==> config.mk <==
export PLATFORM = sky130hd
export DESIGN_NAME = nand_ecc_fixer
export DESIGN_NICKNAME = d
export VERILOG_FILES = /design/src/rtl/neccor_pkg.sv /design/src/rtl/neccor_classify.sv /design/src/rtl/neccor_seq.sv /design/src/rtl/nand_ecc_fixer.sv
export SDC_FILE = /design/constraint.sdc
export NUM_CORES = 1
export LEC_CHECK = 0
export ABC_AREA = 1
export CAP_MARGIN = 0
export CORE_MARGIN = 10
export CORE_UTILIZATION = 65
export CTS_BUF_LIST = sky130_fd_sc_hd__clkbuf_16
export DETAILED_ROUTE_END_ITERATION = 8
export DONT_BUFFER_PORTS = 1
export MAX_ROUTING_LAYER = met4
export PLACE_DENSITY = 0.84
export SETUP_SLACK_MARGIN = 0.1
export SYNTH_ARGS = -nofsm -noshare
export SYNTH_HDL_FRONTEND = slang
export SYNTH_SLANG_ARGS = --single-unit
==> constraint.sdc <==
create_clock -name clk -period 12.4 [get_ports clk]
set_input_delay 0 -clock clk [delete_from_list [all_inputs] [get_ports clk]]
set_output_delay 0 -clock clk [all_outputs]
set_load 0.01 [all_outputs]
==> src/rtl/neccor_pkg.sv <==
// Shared constants and types for the NAND single-bit ECC corrector.
// Assumes a 24-bit code covering a 256-byte chunk (11 parity pairs + 2 spare bits).
package neccor_pkg;
    localparam int CODE_W      = 24;
    localparam int HALF_W      = 11;
    localparam int CHUNK_BYTES = 256;
    localparam int OFF_W       = 8;
    localparam int BIT_W       = 3;
    localparam int FIX_POP     = HALF_W;

    typedef enum logic [1:0] {
        VD_CLEAN   = 2'd0,
        VD_PARBAD  = 2'd1,
        VD_FIXED   = 2'd2,
        VD_UNCORR  = 2'd3
    } verdict_t;

    typedef enum logic [2:0] {
        SQ_IDLE,
        SQ_EVAL,
        SQ_READ,
        SQ_WRITE,
        SQ_DONE
    } seq_state_t;

    typedef struct packed {
        verdict_t          cls;
        logic [OFF_W-1:0]  byte_off;
        logic [BIT_W-1:0]  bit_idx;
    } chunk_result_t;
endpackage

==> src/rtl/neccor_classify.sv <==
// Combinational syndrome former and classifier for one chunk.
// Assumes both codes are already assembled little-endian into CODE_W bits.
module neccor_classify
    import neccor_pkg::*;
(
    input  logic [CODE_W-1:0] calc_i,
    input  logic [CODE_W-1:0] stored_i,
    output chunk_result_t     result_o
);
    logic [CODE_W-1:0] diff;
    logic [HALF_W-1:0] loc_syn;
    logic [HALF_W-1:0] calc_fold;
    logic [HALF_W-1:0] stored_fold;
    logic [HALF_W-1:0] pair_syn;
    logic [4:0]        diff_pop;

    // Form the difference and the folded parity-pair syndromes.
    always_comb begin
        diff        = calc_i ^ stored_i;
        loc_syn     = calc_i[HALF_W-1:0] ^ stored_i[HALF_W-1:0];
        calc_fold   = calc_i[HALF_W-1:0] ^ calc_i[2*HALF_W-1:HALF_W];
        stored_fold = stored_i[HALF_W-1:0] ^ stored_i[2*HALF_W-1:HALF_W];
        pair_syn    = calc_fold ^ stored_fold;
    end

    // Count set bits of the difference.
    always_comb begin
        diff_pop = '0;
        for (int i = 0; i < CODE_W; i++) begin
            diff_pop = diff_pop + {4'd0, diff[i]};
        end
    end

    // Sort into the four verdicts; zero checks take priority.
    always_comb begin
        result_o.byte_off = loc_syn[HALF_W-1:BIT_W];
        result_o.bit_idx  = loc_syn[BIT_W-1:0];
        if (diff == '0 || calc_i == '0 || stored_i == '0) begin
            result_o.cls = VD_CLEAN;
        end else if (diff_pop == 5'd1) begin
            result_o.cls = VD_PARBAD;
        end else if (diff_pop == 5'(FIX_POP) && pair_syn == {HALF_W{1'b1}}) begin
            result_o.cls = VD_FIXED;
        end else begin
            result_o.cls = VD_UNCORR;
        end
    end
endmodule

==> src/rtl/neccor_seq.sv <==
// Chunk sequencer: walks chunks, records verdicts and runs the
// read-then-write repair on the page buffer. Assumes the buffer returns
// read data one cycle after the read strobe.
module neccor_seq
    import neccor_pkg::*;
#(
    parameter  int CHUNKS = 2,
    localparam int IDX_W  = (CHUNKS > 1) ? $clog2(CHUNKS) : 1,
    localparam int ADDR_W = IDX_W + OFF_W
) (
    input  logic              clk,
    input  logic              rst_n,
    input  logic              start_i,
    input  logic [IDX_W-1:0]  last_idx_i,
    input  chunk_result_t     result_i,
    input  logic [7:0]        buf_rdata_i,
    output logic              busy_o,
    output logic [IDX_W-1:0]  chunk_idx_o,
    output logic              done_o,
    output logic [1:0]        status_o,
    output logic [ADDR_W-1:0] fix_addr_o,
    output logic [BIT_W-1:0]  fix_bit_o,
    output logic [ADDR_W-1:0] buf_addr_o,
    output logic              buf_rd_o,
    output logic              buf_wr_o,
    output logic [7:0]        buf_wdata_o
);
    seq_state_t        st_q;
    logic [IDX_W-1:0]  idx_q;
    logic [IDX_W-1:0]  last_q;
    verdict_t          status_q;
    logic [ADDR_W-1:0] fix_addr_q;
    logic [BIT_W-1:0]  fix_bit_q;
    logic              on_last;

    assign on_last = (idx_q == last_q);

    // State, chunk index and recorded verdict/location.
    always_ff @(posedge clk) begin
        if (!rst_n) begin
            st_q       <= SQ_IDLE;
            idx_q      <= '0;
            last_q     <= '0;
            status_q   <= VD_CLEAN;
            fix_addr_q <= '0;
            fix_bit_q  <= '0;
        end else begin
            case (st_q)
                SQ_IDLE: begin
                    if (start_i) begin
                        st_q   <= SQ_EVAL;
                        idx_q  <= '0;
                        last_q <= last_idx_i;
                    end
                end
                SQ_EVAL: begin
                    status_q <= result_i.cls;
                    if (result_i.cls == VD_FIXED) begin
                        fix_addr_q <= {idx_q, result_i.byte_off};
                        fix_bit_q  <= result_i.bit_idx;
                        st_q       <= SQ_READ;
                    end else if (on_last) begin
                        st_q <= SQ_DONE;
                    end else begin
                        idx_q <= idx_q + IDX_W'(1);
                    end
                end
                SQ_READ: begin
                    st_q <= SQ_WRITE;
                end
                SQ_WRITE: begin
                    if (on_last) begin
                        st_q <= SQ_IDLE;
                    end else begin
                        idx_q <= idx_q + IDX_W'(1);
                        st_q  <= SQ_EVAL;
                    end
                end
                SQ_DONE: begin
                    st_q <= SQ_IDLE;
                end
                default: st_q <= SQ_IDLE;
            endcase
        end
    end

    // Drive buffer strobes, repaired data and completion.
    always_comb begin
        busy_o      = (st_q != SQ_IDLE);
        chunk_idx_o = idx_q;
        buf_rd_o    = (st_q == SQ_READ);
        buf_wr_o    = (st_q == SQ_WRITE);
        buf_addr_o  = fix_addr_q;
        buf_wdata_o = buf_rdata_i ^ (8'd1 << fix_bit_q);
        done_o      = (st_q == SQ_DONE) || (st_q == SQ_WRITE && on_last);
        status_o    = status_q;
        fix_addr_o  = fix_addr_q;
        fix_bit_o   = fix_bit_q;
    end
endmodule

==> src/rtl/nand_ecc_fixer.sv <==
// Top of the NAND single-bit ECC corrector. Latches all code pairs on an
// accepted start, classifies each chunk with its own classifier and lets
// the sequencer repair the page buffer. Assumes inputs need not be held.
module nand_ecc_fixer
    import neccor_pkg::*;
#(
    parameter  int CHUNKS = 2,
    localparam int IDX_W  = (CHUNKS > 1) ? $clog2(CHUNKS) : 1,
    localparam int ADDR_W = IDX_W + OFF_W,
    localparam int CODES_W = CHUNKS * CODE_W
) (
    input  logic               clk,
    input  logic               rst_n,
    input  logic               start_i,
    input  logic               page512_i,
    input  logic [CODES_W-1:0] calc_code_i,
    input  logic [CODES_W-1:0] stored_code_i,
    output logic               done_o,
    output logic [1:0]         status_o,
    output logic [ADDR_W-1:0]  fix_addr_o,
    output logic [BIT_W-1:0]   fix_bit_o,
    output logic [ADDR_W-1:0]  buf_addr_o,
    output logic               buf_rd_o,
    output logic               buf_wr_o,
    output logic [7:0]         buf_wdata_o,
    input  logic [7:0]         buf_rdata_i
);
    logic             busy;
    logic             take;
    logic [IDX_W-1:0] cur_idx;
    logic [IDX_W-1:0] last_idx;
    chunk_result_t    results [CHUNKS];
    chunk_result_t    cur_result;

    assign take     = start_i && !busy;
    assign last_idx = page512_i ? IDX_W'(CHUNKS - 1) : '0;

    for (genvar g = 0; g < CHUNKS; g++) begin : g_chunk
        logic [CODE_W-1:0] calc_q;
        logic [CODE_W-1:0] stored_q;

        // Latch this chunk's code pair when a start is accepted.
        always_ff @(posedge clk) begin
            if (!rst_n) begin
                calc_q   <= '0;
                stored_q <= '0;
            end else if (take) begin
                calc_q   <= calc_code_i[g*CODE_W +: CODE_W];
                stored_q <= stored_code_i[g*CODE_W +: CODE_W];
            end
        end

        neccor_classify u_cls (
            .calc_i   (calc_q),
            .stored_i (stored_q),
            .result_o (results[g])
        );
    end

    // Present the verdict of the chunk under evaluation.
    always_comb begin
        cur_result = results[cur_idx];
    end

    neccor_seq #(.CHUNKS(CHUNKS)) u_seq (
        .clk         (clk),
        .rst_n       (rst_n),
        .start_i     (start_i),
        .last_idx_i  (last_idx),
        .result_i    (cur_result),
        .buf_rdata_i (buf_rdata_i),
        .busy_o      (busy),
        .chunk_idx_o (cur_idx),
        .done_o      (done_o),
        .status_o    (status_o),
        .fix_addr_o  (fix_addr_o),
        .fix_bit_o   (fix_bit_o),
        .buf_addr_o  (buf_addr_o),
        .buf_rd_o    (buf_rd_o),
        .buf_wr_o    (buf_wr_o),
        .buf_wdata_o (buf_wdata_o)
    );
endmodule

==> results of run 1 <==
[cell families (layout without fill, tap and decap cells)]
| kind of cell | count (synthesis) | count (layout) | synth area share (%) |
|---|---|---|---|
| AOI/OAI and AO/OA | 233 | 233 | 15.0 |
| xor gates and xnor gates | 60 | 60 | 6.88 |
| adders and majority gates | 50 | 50 | 11.2 |
| buffers and inverters | 261 | 350 | 13.2 |
| DFF | 115 | 115 | 29.3 |
| other | 0 | 4 | 0 |
| and+or+nand+nor | 461 | 461 | 24.5 |
[sequential cells by signal, indices dropped and copies added (netlist names)]
signal,flops
u_seq.chunk_idx_o,1
u_seq.fix_bit_o,3
u_seq.last_q,1
g_chunk.stored_q,48
g_chunk.calc_q,48
u_seq.st_q,3
u_seq.buf_addr_o,9
u_seq.status_o,2
[worst max-delay path, cell delays in order (launching register included)]
cell and delay [ps]:
dfxtp_1 400, xor2_1 210, inv_1 80, ha_1 280
inv_1 50, fa_1 520, fa_1 520, fa_1 530
fa_1 530, fa_1 580, fa_1 170, inv_1 60
fa_1 390, a21o_1 190, a21oi_1 170, nand3_1 100
nor2_1 100, nand2_1 100, nand2_4 80, nand3_1 110
nand3_1 80, o21ai_0 80, nand2_1 70, dlygate4sd3_1 560
inv_1 40
[cells in the final DEF, fill, tap and decap left out, drive strengths merged]
master and count:
a21o 1, a21oi 103, a22o 1, and2 1
buf 2, bufinv 2, clkbuf 17, clkinv 9
clkinvlp 1, dfxtp 115, diode 4, dlygate4sd3 101
fa 34, ha 16, inv 218, nand2 256
nand3 57, nand4 5, nor2 134, nor3 3
nor3b 1, nor4 1, o211ai 1, o21ai 126
o21bai 1, or2 3, xnor2 31, xor2 29
[layer usage]
layer | share of wire [%] | up-vias
met3 | 8.1 | 104
li1 | - | 3802
met2 | 50 | 449
met1 | 37 | 3633
met4 | 5.0 | 0
met5 | 0 | -
[how the worst max path moves through the flow]
stage,startpoint,depth (start not counted),slack [ps],to
after floorplan,g_chunk[1].calc_q[0],24,7050,u_seq.buf_addr_o[2]
after global placement,g_chunk[1].calc_q[0],22,6870,u_seq.chunk_idx_o
after detailed placement,g_chunk[1].calc_q[0],23,6710,u_seq.buf_addr_o[8]
after CTS,g_chunk[1].calc_q[0],24,6290,u_seq.st_q[0]
after global routing,g_chunk[1].stored_q[0],24,5870,u_seq.st_q[0]
final,g_chunk[1].stored_q[0],24,6280,u_seq.st_q[0]
[per-stage QoR]
step	cells	worst slack, ps	area, sq um	hold slack, ps	util (%)
after floorplan	1180	7050	7860	87.7	-
after global placement	1282	6870	7830	99.5	65.8
after detailed placement	1282	6710	7830	99.3	65.8
after CTS	1416	6290	9430	99.3	79.1
after global routing	1420	5870	9440	103	79.2
final	1420	6280	9440	95.6	79.2
[cell usage after synthesis (12+ instances only)]
| cell | number | area (sq um) |
|---|---|---|
| ha_1 | 16 | 200 |
| clkbuf_1 | 34 | 128 |
| nor2_1 | 121 | 454 |
| xor2_1 | 29 | 254 |
| nor2_2 | 12 | 75.1 |
| fa_1 | 34 | 681 |
| nand2_1 | 248 | 931 |
| nand3_1 | 55 | 275 |
| inv_2 | 17 | 63.8 |
| a21oi_1 | 103 | 515 |
| dfxtp_1 | 115 | 2300 |
| inv_1 | 197 | 739 |
| xnor2_1 | 29 | 254 |
| o21ai_0 | 117 | 586 |
[area by class of cell]
| type | instances | area, sq um | area share [%] |
|---|---|---|---|
| diodes | 4 | 10.0 | 0.106 |
| clock buffers | 17 | 425 | 4.51 |
| clock inverters | 15 | 128 | 1.35 |
| inverters | 215 | 807 | 8.55 |
| multi-input cells | 804 | 4530 | 48.0 |
| flip-flops and latches | 115 | 2300 | 24.4 |
| well taps | 147 | 184 | 1.95 |
| repair buffers | 103 | 1050 | 11.1 |
==> reports/results.txt, run 1 <==
Sequential share of the synthesized area - 29.3%
Setup TNS Final - 0 ps
Final Hold Viols - 0
Post-synth EDFFs - 0
Starting Density - 66.0%
Worst rel slew slack - 41.8%
Critical Path AT - 6440 ps
Ys flop type - dfxtp_1
Hold_sp - buf_rdata_i[2]
RSZ-0062 raised after global routing - no
Async SR Flop Fraction - 0%
Initial antenna violation count - 4
Site Rows - 40
Final wirelength - 24.4 mm
Post-Syn Area - 7860 sq um
Crit Path Max Fanout - 4
Mapped Cells - 1180
Layout net count - 1414
Post-layout minimum cycle time - 6120 ps
Total grt overflow - 0
Required @ worst endpoint - 12720 ps
CTS root buf - clkbuf_16
Netlist cell types - 36
Clk_skew - 13.3 ps
CTS Hold Bufs - 102
Placer Congestion - 0.970
First-pass GRT wire length - 38.9 mm
CTS max path bufs - 2
Vias in the first global route - 7830
Count of final setup violators - 0
Remaining antenna violation count - 0
Syn Nets - 1338
Hold Path Sink - buf_wdata_o[2]
Global Route met3 Usage - 6.90%
Floorplan core area - 11900 sq um
Reg2reg setup slack - 6280 ps
Syn_area_per_cell - 6.66 sq um
Global route hottest layer - met2
Reg2Reg Depth - 24
Clk Latency, worst-skew pair - 430 ps
Worst r2r dst - u_seq.st_q[0]
Worst Tran Pin Value - 873 ps
# DRC - 0
GRT met1 Usage - 32.8%
Crit Path Category - reg -> reg
Die ar. - 16900 sq um
Die X - 130 microns
Status - completed
Max Cap Viol - 0
Via count - 7988
Largest net degree at the start of global routing - 115
PortBufs - 0
Crit path capture type - flip-flop
Sink Count - 115
Share of layout cells above drive strength 1 - 5.67%
Area growth syn-to-layout - 20.0%
WHS Path Cells - 1
DRT iter0 DRCs - 777
TritonRoute pass-1 iters - 6
Worst min path class - in -> out
Resized Gates After CTS - 0
TritonCTS clock tree - done
Layout fillers - 770
CP Launch Type - flip-flop
Detailed-route wire length per cell - 17.1 microns
Die Ht - 130 microns
Fmax - 163 MHz
Reg2reg start - g_chunk[1].stored_q[0]
CTS buffer count - 17
Period Utilization, post-route - 49.3%
Number of synthesized register bits - 115
Global-route met2 utilization - 50.8%
Syn. warnings - 0
Detailed Place HPWL - 15.4 mm
Gr usage total - 30.2%
Setup repair bufs after CTS - 0
Routed vias/inst - 5.63
Final Max Slew Viols - 0
Clk slew on worst S/H paths - 50 ps
Top Ports - 142
H-Tree Depth - 4
Power of run 1 is left out: the tool's default activity adds up to more than one toggle a clock period on the data nets, which glitch-free logic cannot reach.
==> run 2: changes to the inputs <==
- CORE_UTILIZATION: 65 -> 59
- PLACE_DENSITY: 0.84 -> 0.81
- clock period: 12.4 -> 5.2 ns (I/O delays scaled with it)
==> reports/results.txt, run 2 (synthesis gave the netlist of run 1 again) <==
CP Launch Type - flip-flop
Sink Count - 115
Detailed Place HPWL - 16.7 mm
Detailed-route wire length per cell - 18.8 microns
# DRC - 0
Critical Path AT - 5830 ps
Placer Congestion - 0.922
Die ar. - 18300 sq um
Die Ht - 135 microns
Worst Tran Pin Value - 761 ps
Most common cell after layout, fill and taps aside - nand2_1
CTS buffer count - 17
Worst path slowest cell - dfxtp_2
Required @ worst endpoint - 5520 ps
Routed vias/inst - 5.72
Post-layout minimum cycle time - 5500 ps
Starting Density - 59.8%
RSZ-0062 raised after global routing - yes
Crit Path Max Fanout - 2
WHS Path Cells - 1
Layout net count - 1500
Largest net degree at the start of global routing - 115
DRT iter0 DRCs - 1003
Gr usage total - 31.5%
Reg2reg start - g_chunk[0].stored_q[1]
Setup TNS Final - -2900 ps
Floorplan core area - 13100 sq um
Commonest non-fill, non-tap cells in the layout - 245 x nand2_1, 195 x inv_1, 118 x nor2_1
CP max stage delay - 330 ps
Hold Path Sink - buf_wdata_o[5]
CTS root buf - clkbuf_16
Worst rel slew slack - 49.3%
Worst min path class - in -> out
Final Hold Viols - 0
CTS max path bufs - 2
Status - complete, but fails checks
Clk slew on worst S/H paths - 60 ps
Worst r2r dst - u_seq.fix_bit_o[1]
Share of layout cells above drive strength 1 - 15.4%
Reg2Reg Depth - 41
Total grt overflow - 0
Vias in the first global route - 8690
Period Utilization, post-route - 106%
Fin worst setup slack - -305 ps
Die X - 135 microns
Crit Path Category - reg -> reg
H-Tree Depth - 4
Max Cap Viol - 0
Top cell by count, worst path - buf_4
Site Rows - 42
Initial antenna violation count - 2
Crit path capture type - flip-flop
Final wirelength - 28.8 mm
First-pass GRT wire length - 43.9 mm
TritonRoute pass-1 iters - 6
Remaining antenna violation count - 0
Clk Latency, worst-skew pair - 440 ps
Area growth syn-to-layout - 31.2%
Via count - 8754
Clk_skew - 11.2 ps
Count of final setup violators - 17
TritonCTS clock tree - done
Failing checks - setup timing
Top Ports - 142
Hold_sp - buf_rdata_i[5]
PortBufs - 0
Final Max Slew Viols - 0
Fmax - 182 MHz
Reg2reg setup slack - -300 ps
==> run 2: worst max-delay path by stage <==
stage,from,to,slack (ps),depth (start not counted)
detailed placement,g_chunk[1].calc_q[0],u_seq.buf_addr_o[0],-150,22
floorplan,g_chunk[1].stored_q[0],u_seq.buf_addr_o[1],130,22
CTS,g_chunk[1].stored_q[0],u_seq.buf_addr_o[5],-40,22
global placement,g_chunk[1].stored_q[0],u_seq.buf_addr_o[8],-60,23
global route,g_chunk[1].stored_q[0],u_seq.chunk_idx_o,-390,24
finish,g_chunk[0].stored_q[1],u_seq.fix_bit_o[1],-300,41
==> run 2: critical path, delay by kind of cell (launching register included) <==
| family | cells | cell delay (ps) |
|---|---|---|
| buffers and inverters | 36 | 4550 |
| AND/OR/NAND/NOR | 3 | 230 |
| AO/OA/AOI/OAI | 1 | 90 |
| flip-flops | 1 | 330 |
| XOR/XNOR | 1 | 190 |
==> run 2: layout make-up <==
cell class              instances  area, sq um
multi-input cells             804         4700
fillers                       819         2830
flip-flops and latches        115         2310
repair buffers                189         1710
inverters                     215          812
clock buffers                  17          425
well taps                     176          220
clock inverters                13          123
diodes                          2         5.00
==> run 2: timing repair <==
item | 4_1_cts | 5_1_grt
cloned | 0 | 0
endpoints found under the hold margin | 115 | 0
resized for setup | 37 | 21
setup endpoints to repair | 18 | 18
pin swaps | 11 | 6
setup buffers | 50 | 2
hold buffers | 100 | 0
==> run 2: through the flow <==
step                      std cells  utilization [%]  area (sq um)  worst slack [ps]  hold WS, ps
after floorplan                1180                -          7870               135         87.7
after global placement         1349             62.2          8170             -58.5         99.5
after detailed placement       1349             62.2          8170              -147         99.5
after CTS                      1528             77.9         10200             -36.4         99.5
after global routing           1531             78.5         10300              -389          106
final                          1531             78.5         10300              -305         95.5
==> run 2: routing by layer <==
layer  up-vias  share of wire [%]  wire (microns)  track usage (%)
met4         0                7.2            2080             20.3
li1       3959                  -               -                -
met2       621                 47           13700             51.7
met1      3979                 34            9930             31.6
met3       195                 11            3120             10.5
met5         -                  0               0                -
Power of run 2 is left out for the same reason.
==> run 3: changes to the inputs <==
--- a/config.mk
+++ b/config.mk
@@ -9,3 +9,2 @@
 export CAP_MARGIN = 0
-export CORE_MARGIN = 10
 export CORE_UTILIZATION = 59
@@ -17,2 +16,3 @@
 export SETUP_SLACK_MARGIN = 0.1
+export SLEW_MARGIN = 0
 export SYNTH_ARGS = -nofsm -noshare
==> constraint.sdc (replaced) <==
create_clock -name clk -period 5.2 [get_ports clk]
set_input_delay 1.04 -clock clk [delete_from_list [all_inputs] [get_ports clk]]
set_output_delay 1.04 -clock clk [all_outputs]
set_load 0.01 [all_outputs]
==> reports/results.txt, run 3 (synthesis gave the netlist of run 1 again) <==
Crit Path Category - reg -> reg
Total grt overflow - 0
Remaining antenna violation count - 0
Vias in the first global route - 7339
PortBufs - 0
CTS buffer count - 17
Crit Path Max Fanout - 2
Critical Path AT - 5900 ps
TritonRoute pass-1 iters - 9
Top Layer Used - met4
Fmax - 179 MHz
Clk slew on worst S/H paths - 60 ps
Final wirelength - 23.0 mm
Starting Density - 61.3%
Most common cell after layout, fill and taps aside - nand2_1
CTS max path bufs - 2
Die X - 117 microns
Top cell by count, worst path - buf_4
Sink Count - 115
Final Hold Viols - 0
Placed inst area - 8210 sq um
Setup TNS Final - -2190 ps
DR WL met2 - 10.8 mm
DRT iter0 DRCs - 625
Placed instance count - 1348
CTS Hold Bufs - 0
Area growth syn-to-layout - 19.6%
Floorplan core area - 12800 sq um
Clk Latency, worst-skew pair - 430 ps
Metal1 wirelength - 9.17 mm
Share of layout cells above drive strength 1 - 16.1%
# DRC - 0
RSZ-0062 raised after global routing - yes
Routed vias/inst - 5.46
Max Cap Viol - 0
Die Ht - 117 microns
Status - complete, but fails checks
Detailed-route wire length per cell - 16.1 microns
Placer Congestion - 0.933
Site Rows - 41
Detailed Place HPWL - 15.4 mm
First-pass GRT wire length - 36.5 mm
Commonest non-fill, non-tap cells in the layout - 244 x nand2_1, 192 x inv_1, 119 x nor2_1
Fin cells - 1430
Worst Tran Pin Value - 808 ps
Layout net count - 1402
Via count - 7813
CTS root buf - clkbuf_16
Initial antenna violation count - 0
Post-Place Setup Slack - -197 ps
Die ar. - 13800 sq um
H-Tree Depth - 4
CP Launch Type - flip-flop
Largest net degree at the start of global routing - 115
Detail Route met3 WL - 1.93 mm
Worst min path class - reg -> reg
Top Ports - 142
CP max stage delay - 330 ps
Reg2reg setup slack - -380 ps
Count of final setup violators - 16
Worst rel slew slack - 46.2%
Fin worst setup slack - -384 ps
Post-layout minimum cycle time - 5580 ps
Crit path capture type - flip-flop
TritonCTS clock tree - done
Period Utilization, post-route - 107%
Worst path slowest cell - dfxtp_2
Required @ worst endpoint - 5520 ps
Clk_skew - 8.90 ps
Finished Cell Area - 9400 sq um
Final Max Slew Viols - 0
Gr usage total - 34.9%
Failing checks - setup timing
## run 3: changes by cell type in the layout (fill, tap and decap cells not counted), sizes merged
cell / delta
clkinvlp: -1
inv: +1
clkinv: -1
dlygate4sd3: -99
bufinv: +3
nand2: +1
diode: -1
## run 3: critical path, delay by kind of cell, from the launching register on
kind,cells,cell delay [ps]
XOR/XNOR,1,180
buffers and inverters,37,4650
flip-flops,1,330
AND/OR/NAND/NOR,3,230
AO/OA/AOI/OAI,1,90
## run 3: what timing repair did
action,4_1_cts,5_1_grt
resized for setup,24,28
setup endpoints to repair,18,18
cloned,1,0
pin swaps,8,11
buffers inserted,45,3
## run 3: metal layers
layer,vias up,global-route usage [%]
met5,-,-
met3,93,8.41
met4,0,17.9
met1,3531,41.4
met2,414,55.2
li1,3775,-
## run 3: cell type report
class                      count  area, sq um
multi-input combinational    805         4700
fill                         952         3420
sequential                   115         2310
inverter                     215          815
timing repair buffer          90          712
clock buffer                  17          425
tap                          172          215
clock inverter                15          213
antenna                        1         2.50
## run 3: worst paths after layout
| path | startpoint | end | cells past startpoint |
|---|---|---|---|
| max | g_chunk[0].calc_q[1] | u_seq.fix_bit_o[1] | 42 |
| min | u_seq.last_q | u_seq.last_q | 2 |
| max reg2reg | g_chunk[0].calc_q[1] | u_seq.fix_bit_o[1] | 42 |
| min reg2reg | u_seq.last_q | u_seq.last_q | 2 |
## run 3: metrics by stage
stage	hold WS (ps)	util [%]
global route	485	73.3
finish	463	73.3
CTS	463	72.3
floorplan	437	-
global placement	448	64.0
detailed placement	455	64.0
Power of run 3 is left out for the same reason.
